## src/rtl/irqv_pkg.sv

```systemverilog
package irqv_pkg;

   typedef enum logic [1:0] {
      VIEW_M  = 2'd0,
      VIEW_S  = 2'd1,
      VIEW_H  = 2'd2,
      VIEW_VS = 2'd3
   } view_e;

   localparam int unsigned IRQ_BITS = 12;

   // bit positions of the interrupt causes
   localparam int unsigned POS_USW = 0;
   localparam int unsigned POS_SSW = 1;
   localparam int unsigned POS_VSW = 2;
   localparam int unsigned POS_MSW = 3;
   localparam int unsigned POS_UTM = 4;
   localparam int unsigned POS_STM = 5;
   localparam int unsigned POS_VTM = 6;
   localparam int unsigned POS_MTM = 7;
   localparam int unsigned POS_UEX = 8;
   localparam int unsigned POS_SEX = 9;
   localparam int unsigned POS_VEX = 10;
   localparam int unsigned POS_MEX = 11;

   localparam logic [IRQ_BITS-1:0] ONE = IRQ_BITS'(1);

   localparam logic [IRQ_BITS-1:0] SUP_SET  = (ONE << POS_SSW) | (ONE << POS_STM) | (ONE << POS_SEX);
   localparam logic [IRQ_BITS-1:0] VSUP_SET = (ONE << POS_VSW) | (ONE << POS_VTM) | (ONE << POS_VEX);
   localparam logic [IRQ_BITS-1:0] MACH_SET = (ONE << POS_MSW) | (ONE << POS_MTM) | (ONE << POS_MEX);
   localparam logic [IRQ_BITS-1:0] DELEG_SET = SUP_SET | VSUP_SET;
   localparam logic [IRQ_BITS-1:0] ALL_SET  = DELEG_SET | MACH_SET;
   localparam logic [IRQ_BITS-1:0] SPEND_WR = (ONE << POS_SSW) | (ONE << POS_USW) | (ONE << POS_UEX);
   localparam logic [IRQ_BITS-1:0] VSSW_BIT = ONE << POS_VSW;

endpackage

```

## src/rtl/irqv_merge.sv

```systemverilog
module irqv_merge #(
   parameter int unsigned W = 32
) (
   input  logic [W-1:0] cur,
   input  logic [W-1:0] wdata,
   input  logic [W-1:0] wmask,
   output logic [W-1:0] merged
);
   assign merged = (cur & ~wmask) | (wdata & wmask);
endmodule

```

## src/rtl/irqv_enable_path.sv

```systemverilog
module irqv_enable_path
   import irqv_pkg::*;
#(
   parameter int unsigned XLEN    = 32,
   parameter bit          HAS_HYP = 1'b1
) (
   input  logic            active,
   input  view_e           view,
   input  logic            virt_on,
   input  logic [XLEN-1:0] m_ie,
   input  logic [XLEN-1:0] m_deleg,
   input  logic [XLEN-1:0] wdata,
   input  logic [XLEN-1:0] wmask,
   output logic [XLEN-1:0] rd,
   output logic            we,
   output logic [XLEN-1:0] next
);
   localparam logic [XLEN-1:0] SUP_W  = XLEN'(SUP_SET);
   localparam logic [XLEN-1:0] VSUP_W = XLEN'(VSUP_SET);
   localparam logic [XLEN-1:0] ALL_W  = XLEN'(ALL_SET);

   logic            virt_eff;
   logic            hyp_ok;
   logic            view_ok;
   logic [XLEN-1:0] old_val;
   logic [XLEN-1:0] merged;
   logic [XLEN-1:0] cand;
   logic [XLEN-1:0] vs_sel;

   if (HAS_HYP) begin : g_hyp
      assign virt_eff = virt_on;
      assign hyp_ok   = 1'b1;
   end else begin : g_nohyp
      assign virt_eff = 1'b0;
      assign hyp_ok   = 1'b0;
   end

   assign view_ok = hyp_ok || (view == VIEW_M) || (view == VIEW_S);
   assign vs_sel  = m_deleg & VSUP_W;

   always_comb begin
      old_val = '0;
      case (view)
         VIEW_M:  old_val = m_ie;
         VIEW_S:  old_val = virt_eff ? ((m_ie & m_deleg & VSUP_W) >> 1) : (m_ie & m_deleg);
         VIEW_H:  old_val = hyp_ok ? (m_ie & VSUP_W) : '0;
         VIEW_VS: old_val = hyp_ok ? (m_ie & m_deleg & VSUP_W) : '0;
         default: old_val = '0;
      endcase
   end

   irqv_merge #(.W(XLEN)) u_merge (
      .cur    (old_val),
      .wdata  (wdata),
      .wmask  (wmask),
      .merged (merged)
   );

   always_comb begin
      cand = m_ie;
      case (view)
         VIEW_M:  cand = (m_ie & ~ALL_W) | (merged & ALL_W);
         VIEW_S: begin
            if (virt_eff) cand = (m_ie & ~VSUP_W) | ((merged << 1) & VSUP_W);
            else          cand = (m_ie & ~SUP_W) | (merged & SUP_W);
         end
         VIEW_H:  cand = (m_ie & ~VSUP_W) | (merged & VSUP_W);
         VIEW_VS: cand = (m_ie & ~vs_sel) | (merged & vs_sel);
         default: cand = m_ie;
      endcase
   end

   assign we   = active && view_ok && (wmask != '0);
   assign next = we ? cand : m_ie;
   assign rd   = old_val;
endmodule

```

## src/rtl/irqv_pending_path.sv

```systemverilog
module irqv_pending_path
   import irqv_pkg::*;
#(
   parameter int unsigned XLEN    = 32,
   parameter bit          HAS_HYP = 1'b1
) (
   input  logic            active,
   input  view_e           view,
   input  logic            virt_on,
   input  logic [XLEN-1:0] m_ip,
   input  logic [XLEN-1:0] m_deleg,
   input  logic [XLEN-1:0] hw_claim,
   input  logic [XLEN-1:0] wdata,
   input  logic [XLEN-1:0] wmask,
   output logic [XLEN-1:0] rd,
   output logic            we,
   output logic [XLEN-1:0] next
);
   localparam logic [XLEN-1:0] VSUP_W  = XLEN'(VSUP_SET);
   localparam logic [XLEN-1:0] DELEG_W = XLEN'(DELEG_SET);
   localparam logic [XLEN-1:0] SPWR_W  = XLEN'(SPEND_WR);
   localparam logic [XLEN-1:0] VSSW_W  = XLEN'(VSSW_BIT);

   logic            virt_eff;
   logic            hyp_ok;
   logic            view_ok;
   logic [XLEN-1:0] lim;
   logic [XLEN-1:0] wd;
   logic [XLEN-1:0] eff;
   logic [XLEN-1:0] merged;

   if (HAS_HYP) begin : g_hyp
      assign virt_eff = virt_on;
      assign hyp_ok   = 1'b1;
   end else begin : g_nohyp
      assign virt_eff = 1'b0;
      assign hyp_ok   = 1'b0;
   end

   assign view_ok = hyp_ok || (view == VIEW_M) || (view == VIEW_S);

   always_comb begin
      lim = '0;
      wd  = wdata;
      rd  = '0;
      case (view)
         VIEW_M: begin
            lim = wmask;
            rd  = m_ip;
         end
         VIEW_S: begin
            if (virt_eff) begin
               lim = ((wmask & SPWR_W) << 1) & m_deleg;
               wd  = wdata << 1;
               rd  = (m_ip & m_deleg & VSUP_W) >> 1;
            end else begin
               lim = wmask & m_deleg & SPWR_W;
               rd  = m_ip & m_deleg;
            end
         end
         VIEW_H: begin
            lim = hyp_ok ? (wmask & VSUP_W) : '0;
            rd  = hyp_ok ? m_ip : '0;
         end
         VIEW_VS: begin
            lim = hyp_ok ? (wmask & m_deleg & VSSW_W) : '0;
            rd  = hyp_ok ? m_ip : '0;
         end
         default: begin
            lim = '0;
            rd  = '0;
         end
      endcase
   end

   assign eff = lim & DELEG_W & ~hw_claim;

   irqv_merge #(.W(XLEN)) u_merge (
      .cur    (m_ip),
      .wdata  (wd),
      .wmask  (eff),
      .merged (merged)
   );

   assign we   = active && view_ok && (eff != '0);
   assign next = we ? merged : m_ip;
endmodule

```

## src/rtl/irq_view_mapper.sv

```systemverilog
module irq_view_mapper
   import irqv_pkg::*;
#(
   parameter int unsigned XLEN    = 32,
   parameter bit          HAS_HYP = 1'b1
) (
   input  logic            req_valid,
   input  logic [1:0]      req_view,
   input  logic            req_pend,
   input  logic [XLEN-1:0] req_wdata,
   input  logic [XLEN-1:0] req_wmask,
   input  logic            virt_on,
   input  logic [XLEN-1:0] m_ie,
   input  logic [XLEN-1:0] m_ip,
   input  logic [XLEN-1:0] m_deleg,
   input  logic [XLEN-1:0] hw_claim,
   output logic [XLEN-1:0] rd_data,
   output logic            ie_we,
   output logic [XLEN-1:0] ie_next,
   output logic            ip_we,
   output logic [XLEN-1:0] ip_next
);
   if (XLEN < IRQ_BITS) begin : g_width_check
      $error("irq_view_mapper: XLEN must cover the interrupt bit layout");
   end

   view_e           view;
   logic            en_act;
   logic            pd_act;
   logic [XLEN-1:0] en_rd;
   logic [XLEN-1:0] pd_rd;

   assign view   = view_e'(req_view);
   assign en_act = req_valid && !req_pend;
   assign pd_act = req_valid && req_pend;

   irqv_enable_path #(.XLEN(XLEN), .HAS_HYP(HAS_HYP)) u_en (
      .active  (en_act),
      .view    (view),
      .virt_on (virt_on),
      .m_ie    (m_ie),
      .m_deleg (m_deleg),
      .wdata   (req_wdata),
      .wmask   (req_wmask),
      .rd      (en_rd),
      .we      (ie_we),
      .next    (ie_next)
   );

   irqv_pending_path #(.XLEN(XLEN), .HAS_HYP(HAS_HYP)) u_pd (
      .active   (pd_act),
      .view     (view),
      .virt_on  (virt_on),
      .m_ip     (m_ip),
      .m_deleg  (m_deleg),
      .hw_claim (hw_claim),
      .wdata    (req_wdata),
      .wmask    (req_wmask),
      .rd       (pd_rd),
      .we       (ip_we),
      .next     (ip_next)
   );

   assign rd_data = !req_valid ? '0 : (req_pend ? pd_rd : en_rd);
endmodule

```

## config.mk

```make
export PLATFORM = sky130hd
export DESIGN_NAME = irq_view_mapper
export DESIGN_NICKNAME = d
export VERILOG_FILES = /design/src/rtl/irqv_pkg.sv /design/src/rtl/irqv_merge.sv /design/src/rtl/irqv_enable_path.sv /design/src/rtl/irqv_pending_path.sv /design/src/rtl/irq_view_mapper.sv
export SDC_FILE = /design/constraint.sdc
export NUM_CORES = 1
export LEC_CHECK = 0
export BUFFER_PORTS_ARGS = -buffer_cell sky130_fd_sc_hd__buf_2
export CORE_MARGIN = 8
export CORE_UTILIZATION = 39
export DETAILED_ROUTE_END_ITERATION = 16
export PLACE_DENSITY = 0.84
export RECOVER_POWER = 50
export SLEW_MARGIN = 20
export SYNTH_ARGS = -nofsm -noshare
export SYNTH_HDL_FRONTEND = slang
export SYNTH_HIERARCHICAL = 1
export SYNTH_SLANG_ARGS = --single-unit
```

## constraint.sdc

```tcl
create_clock -name vclk -period 2.1
set_input_delay 0.21 -clock vclk [all_inputs]
set_output_delay 0.21 -clock vclk [all_outputs]
set_load 0.005 [all_outputs]
```

==> results of run 1 <==
[cells in the final DEF (no fill, tap or decap), types with 2 or more instances in the layout]
cell type  count
a21boi_0      32
a21oi_1        2
a22oi_1        2
a32o_1         3
a32oi_1        2
and2_1         3
and2_4         2
buf_12         6
buf_2        221
buf_4         37
buf_6         39
clkbuf_1      12
conb_1        26
inv_1          9
mux2_1         3
mux2_2        37
mux2_4        75
mux2i_1       33
nand2_1       12
nand2b_1      31
nand3_1        2
nand4_2        2
nor2_1        30
nor2_2         2
nor2_4         2
nor2b_1       34
nor4_2         6
nor4_4         2
o211ai_1       2
o21ai_0       31
o2bb2ai_1      2
[final cells by class]
class                           instances  area share (%)
Timing Repair Buffer                  319            35.5
Multi-Input combinational cell        397            61.4
Tap cell                              111            2.40
Inverter                               10           0.715
[timing repair]
action | 4_1_cts | 5_1_grt
cloned | 2 | 1
pin swaps | 3 | 8
setup buffers | 4 | 5
endpoints found under the setup margin | 37 | 46
gates resized for setup | 22 | 55
[power groups by stage]
stage | clock, mW | combinational, mW | sequential [mW]
global placement | 0 | 1.05 | 0
CTS | 0 | 1.12 | 0
global route | 0 | 1.31 | 0
finish | 0 | 1.23 | 0
floorplan | 0 | 0.605 | 0
detailed placement | 0 | 1.07 | 0
[worst max-delay path: stages]
cell and delay [ns]:
buf_12 0.11, buf_4 0.13, and2_4 0.17, a32oi_2 0.20, nor2_2 0.07, mux2_4 0.28
mux2i_1 0.18, mux2_4 0.19, a21oi_1 0.06, mux2_4 0.27, buf_6 0.12
[worst paths after layout]
check | end | slack (ns) | depth (start not counted)
worst max-delay path | ie_next[10] | -0.10 | 11
worst min-delay path | ie_next[31] | 0.60 | 2
[through the flow]
stage	hold WS (ns)	TNS (ns)	power (mW)	area, um2	std cells
after floorplan	0.499	0	0.605	3760	460
after global placement	0.600	-2.28	1.05	5290	827
after detailed placement	0.602	-2.68	1.07	5290	827
after CTS	0.602	-0.652	1.12	5460	833
after global routing	0.605	-2.76	1.31	5780	837
final	0.600	-0.871	1.23	5780	837
[layer usage]
metal | up-vias | GRT usage [%] | routed length [um] | share of wire [%]
met5 | - | 0 | 0 | 0
li1 | 2113 | - | - | -
met3 | 32 | 5.27 | 1100 | 6.8
met4 | 0 | 4.88 | 350 | 2.1
met2 | 202 | 44.0 | 8570 | 53
met1 | 2136 | 24.0 | 6280 | 39
==> flow_summary.json, run 1 <==
{
  "min_from": "m_ie[31]",
  "path_max_fanout": 5,
  "antenna_found_initial": 0,
  "port_buffers": 269,
  "multi_input_area_um2": 3550,
  "drtIter0Drc": 245,
  "die_w_um": 113,
  "initial_core_util_pct": 39.8,
  "p_sw_share_pct": 42.8,
  "rsz0062_at_grt": "yes",
  "fin_nets": 925,
  "grt_pass1_wl_um": 23900,
  "gp_congestion": 0.879,
  "die_area_um2": 12800,
  "wire_per_inst_um": 19.5,
  "setup_viol": 20,
  "post-route-drc-count": 0,
  "dp_hpwl_um": 12700,
  "row_count": 35,
  "first_pass_iters": 4,
  "failed_checks": "negative setup slack",
  "clkPwrFrac_pct": 0,
  "hold_viol": 0,
  "final-max-slew-violation-count": 0,
  "critPathLaunch": "req_view[0]",
  "final.fill_count": 791,
  "fin_crit_ns": 2.20,
  "register_area_um2": 0,
  "drive_gt1_share_pct": 62.0,
  "startpoint_type": "input port",
  "fmax_ghz": 0.454,
  "yosysWarnings": 6,
  "synth_area_um2": 3660,
  "synth_area_per_cell_um2": 8.42,
  "fin_ws_ns": -0.105,
  "powerDensity_nw_per_um2": 213,
  "netlist_instances": 435,
  "required_ns": 1.89,
  "coreArea_um2": 9200,
  "combPwrFrac_pct": 100.0,
  "p_sw_mw": 0.526,
  "fp.dieH_um": 113,
  "viasPerCell": 5.36,
  "fin_crit_sh_pct": 105,
  "ctsHoldBuffers": 0,
  "p_int_mw": 0.704,
  "status": "finished, violations left",
  "p_leak_nw": 3.05,
  "antenna_cells": 0,
  "grt_pass1_vias": 4680,
  "drv_cap": 0,
  "num_vias": 4483,
  "cp.arrival_ns": 1.99,
  "ios": 295,
  "design.seq.count": 0,
  "grt_usage_pct": 22.6,
  "grt_max_degree": 24,
  "hold_class": "input port to output port",
  "path_class": "input port to output port",
  "clock_buffers": 0,
  "grt_remaining_overflow": 0,
  "place_ws_ns": -0.119,
  "max-vdd-ir-drop_uv": 110,
  "ant_nets": 0,
  "fin_util_pct": 62.8,
  "area_growth_syn_to_layout_pct": 57.7,
  "crit_path_end_kind": "output port",
  "seqPwrFrac_pct": 0,
  "drt-total-wl_um": 16300
}
Power figures use the tool's default switching activity.
==> run 2, diff against run 1 <==
Settings changed: CELL_PAD_IN_SITES_DETAIL_PLACEMENT set to 1, CELL_PAD_IN_SITES_GLOBAL_PLACEMENT set to 2, CORE_UTILIZATION 39 to 20, PLACE_DENSITY 0.84 to unset, PLACE_DENSITY_LB_ADDON set to 0.1.
==> run 2 against run 1 <==
The flow still finishes with violations (negative setup slack). Critical path depth shrank 1. Wire length grew 19%. Combinational power grew 3%. Fmax grew 3.1%. Cell count grew 15%. Global-route usage shrank 7.0 points. Total power grew 3.1%. Flip-flop and latch count is the same. Die area grew 80%. Via count shrank 2.5%. Worst hold slack gained 0.0048 ns.
==> flow_summary.json, run 2 (synthesized netlist as in run 1, its figures left out) <==
{
  "crit_path_end_kind": "output port",
  "hold_class": "input port to output port",
  "status": "finished, violations left",
  "ios": 295,
  "worstHoldPathCells": 2,
  "ant_nets": 0,
  "port_buffers": 269,
  "max-vdd-ir-drop_uv": 78.0,
  "fin_tns_setup_ns": -0.0978,
  "wire_per_inst_um": 20.1,
  "die_w_um": 151,
  "critPathLaunch": "req_view[0]",
  "powerDensity_nw_per_um2": 210,
  "coreArea_um2": 18000,
  "register_area_um2": 0,
  "final_common_cell": "buf_2",
  "clkPwrFrac_pct": 0,
  "drv_cap": 0,
  "holdWs_ns": 0.604,
  "seqPwrFrac_pct": 0,
  "fmax_ghz": 0.468,
  "path_max_fanout": 6,
  "fin_nets": 934,
  "fin_crit_sh_pct": 102,
  "crit_end": "ie_next[5]",
  "grt_pass1_vias": 4887,
  "drive_gt1_share_pct": 61.9,
  "row_count": 49,
  "setup_viol": 4,
  "failed_checks": "negative setup slack",
  "die_area_um2": 22900,
  "antenna_found_initial": 0,
  "p_leak_nw": 3.10,
  "final-max-slew-violation-count": 0,
  "grt_remaining_overflow": 0,
  "stdcell_area_um2": 6040,
  "p_sw_mw": 0.545,
  "fin_total_pwr_mw": 1.27,
  "initial_core_util_pct": 20.4,
  "fin_crit_ns": 2.14,
  "grt_usage_pct": 15.6,
  "max-slew-margin-rel_pct": 57.7,
  "p_int_mw": 0.724,
  "rsz0062_at_grt": "yes",
  "gp_congestion": 0.807,
  "area_growth_syn_to_layout_pct": 64.9,
  "final_cell_mix": "209 x buf_2, 77 x mux2_4, 47 x buf_4",
  "ctsHoldBuffers": 0,
  "drt-total-wl_um": 19400,
  "startpoint_type": "input port",
  "cp.arrival_ns": 1.93,
  "first_pass_iters": 4,
  "clock_buffers": 0,
  "path_class": "input port to output port",
  "num_vias": 4371,
  "post-route-drc-count": 0,
  "drtIter0Drc": 70,
  "viasPerCell": 4.53,
  "tightest_slew_ns": 0.632,
  "design.seq.count": 0,
  "grt_pass1_wl_um": 28100,
  "p_sw_share_pct": 42.9,
  "fin_ws_ns": -0.0389,
  "fp.dieH_um": 151,
  "final.fill_count": 2224,
  "required_ns": 1.89,
  "postPlaceCellArea_um2": 5510,
  "dp_hpwl_um": 16400,
  "hold_viol": 0,
  "combPwrFrac_pct": 100.0,
  "grt_max_degree": 23
}
==> run 2: cell types whose count changed in the layout (fill, tap and decap cells not counted), sizes merged <==
cell,previous run,this run
buf,305,306
clkbuf,14,22
diode,0,1
==> run 2: power groups by stage <==
stage	registers [mW]	clock network, mW	logic [mW]
4_1_cts	0	0	1.22
3_3_place_gp	0	0	1.11
2_1_floorplan	0	0	0.605
5_1_grt	0	0	1.37
6_report	0	0.0000000639	1.27
3_5_place_dp	0	0	1.13
==> run 2: through the flow <==
stage          setup WS, ns  util [%]  cells
6_report            -0.0389      33.6    965
5_1_grt              -0.113      33.6    964
4_1_cts             -0.0460      32.4    963
3_5_place_dp         -0.204      30.7    954
3_3_place_gp         -0.185      30.7    954
2_1_floorplan        0.0192         -    460
==> run 2: layout make-up <==
class | instances | area, um2 | area share, %
antenna | 1 | 2.50 | 0.0414
timing repair buffer | 328 | 2120 | 35.2
multi-input combinational | 397 | 3590 | 59.4
inverter | 10 | 41.3 | 0.684
tap | 229 | 287 | 4.74
==> run 2: repair_timing <==
item	in CTS	in global routing
pin swaps	10	8
buffers inserted	8	2
setup endpoints to repair	40	39
gates resized for setup	47	43
cloned	2	1
==> run 2: metal layers <==
| metal | vias to the layer above | part of all wire (%) | global-route usage [%] |
|---|---|---|---|
| met5 | - | 0 | 0 |
| met4 | 0 | 0.31 | 0.495 |
| li1 | 2121 | - | - |
| met3 | 4 | 7.3 | 3.29 |
| met2 | 158 | 49 | 28.9 |
| met1 | 2088 | 43 | 18.9 |
==> run 2: worst max-delay path: stages <==
cell	delay [ns]
buf_12	0.12
buf_6	0.12
and2_4	0.14
buf_4	0.13
a32oi_1	0.19
nor2_1	0.09
mux2_4	0.29
mux2_2	0.26
mux2_4	0.27
buf_6	0.12
==> run 2: worst min path at each step <==
stage               startpoint           to  slack (ns)
CTS                   m_ie[28]  ie_next[28]        0.61
global placement      m_ie[28]  ie_next[28]        0.60
finish                m_ie[29]  ie_next[29]        0.60
detailed placement    m_ie[28]  ie_next[28]        0.61
global route          m_ie[28]  ie_next[28]        0.61
floorplan              m_ie[0]   ie_next[0]        0.50
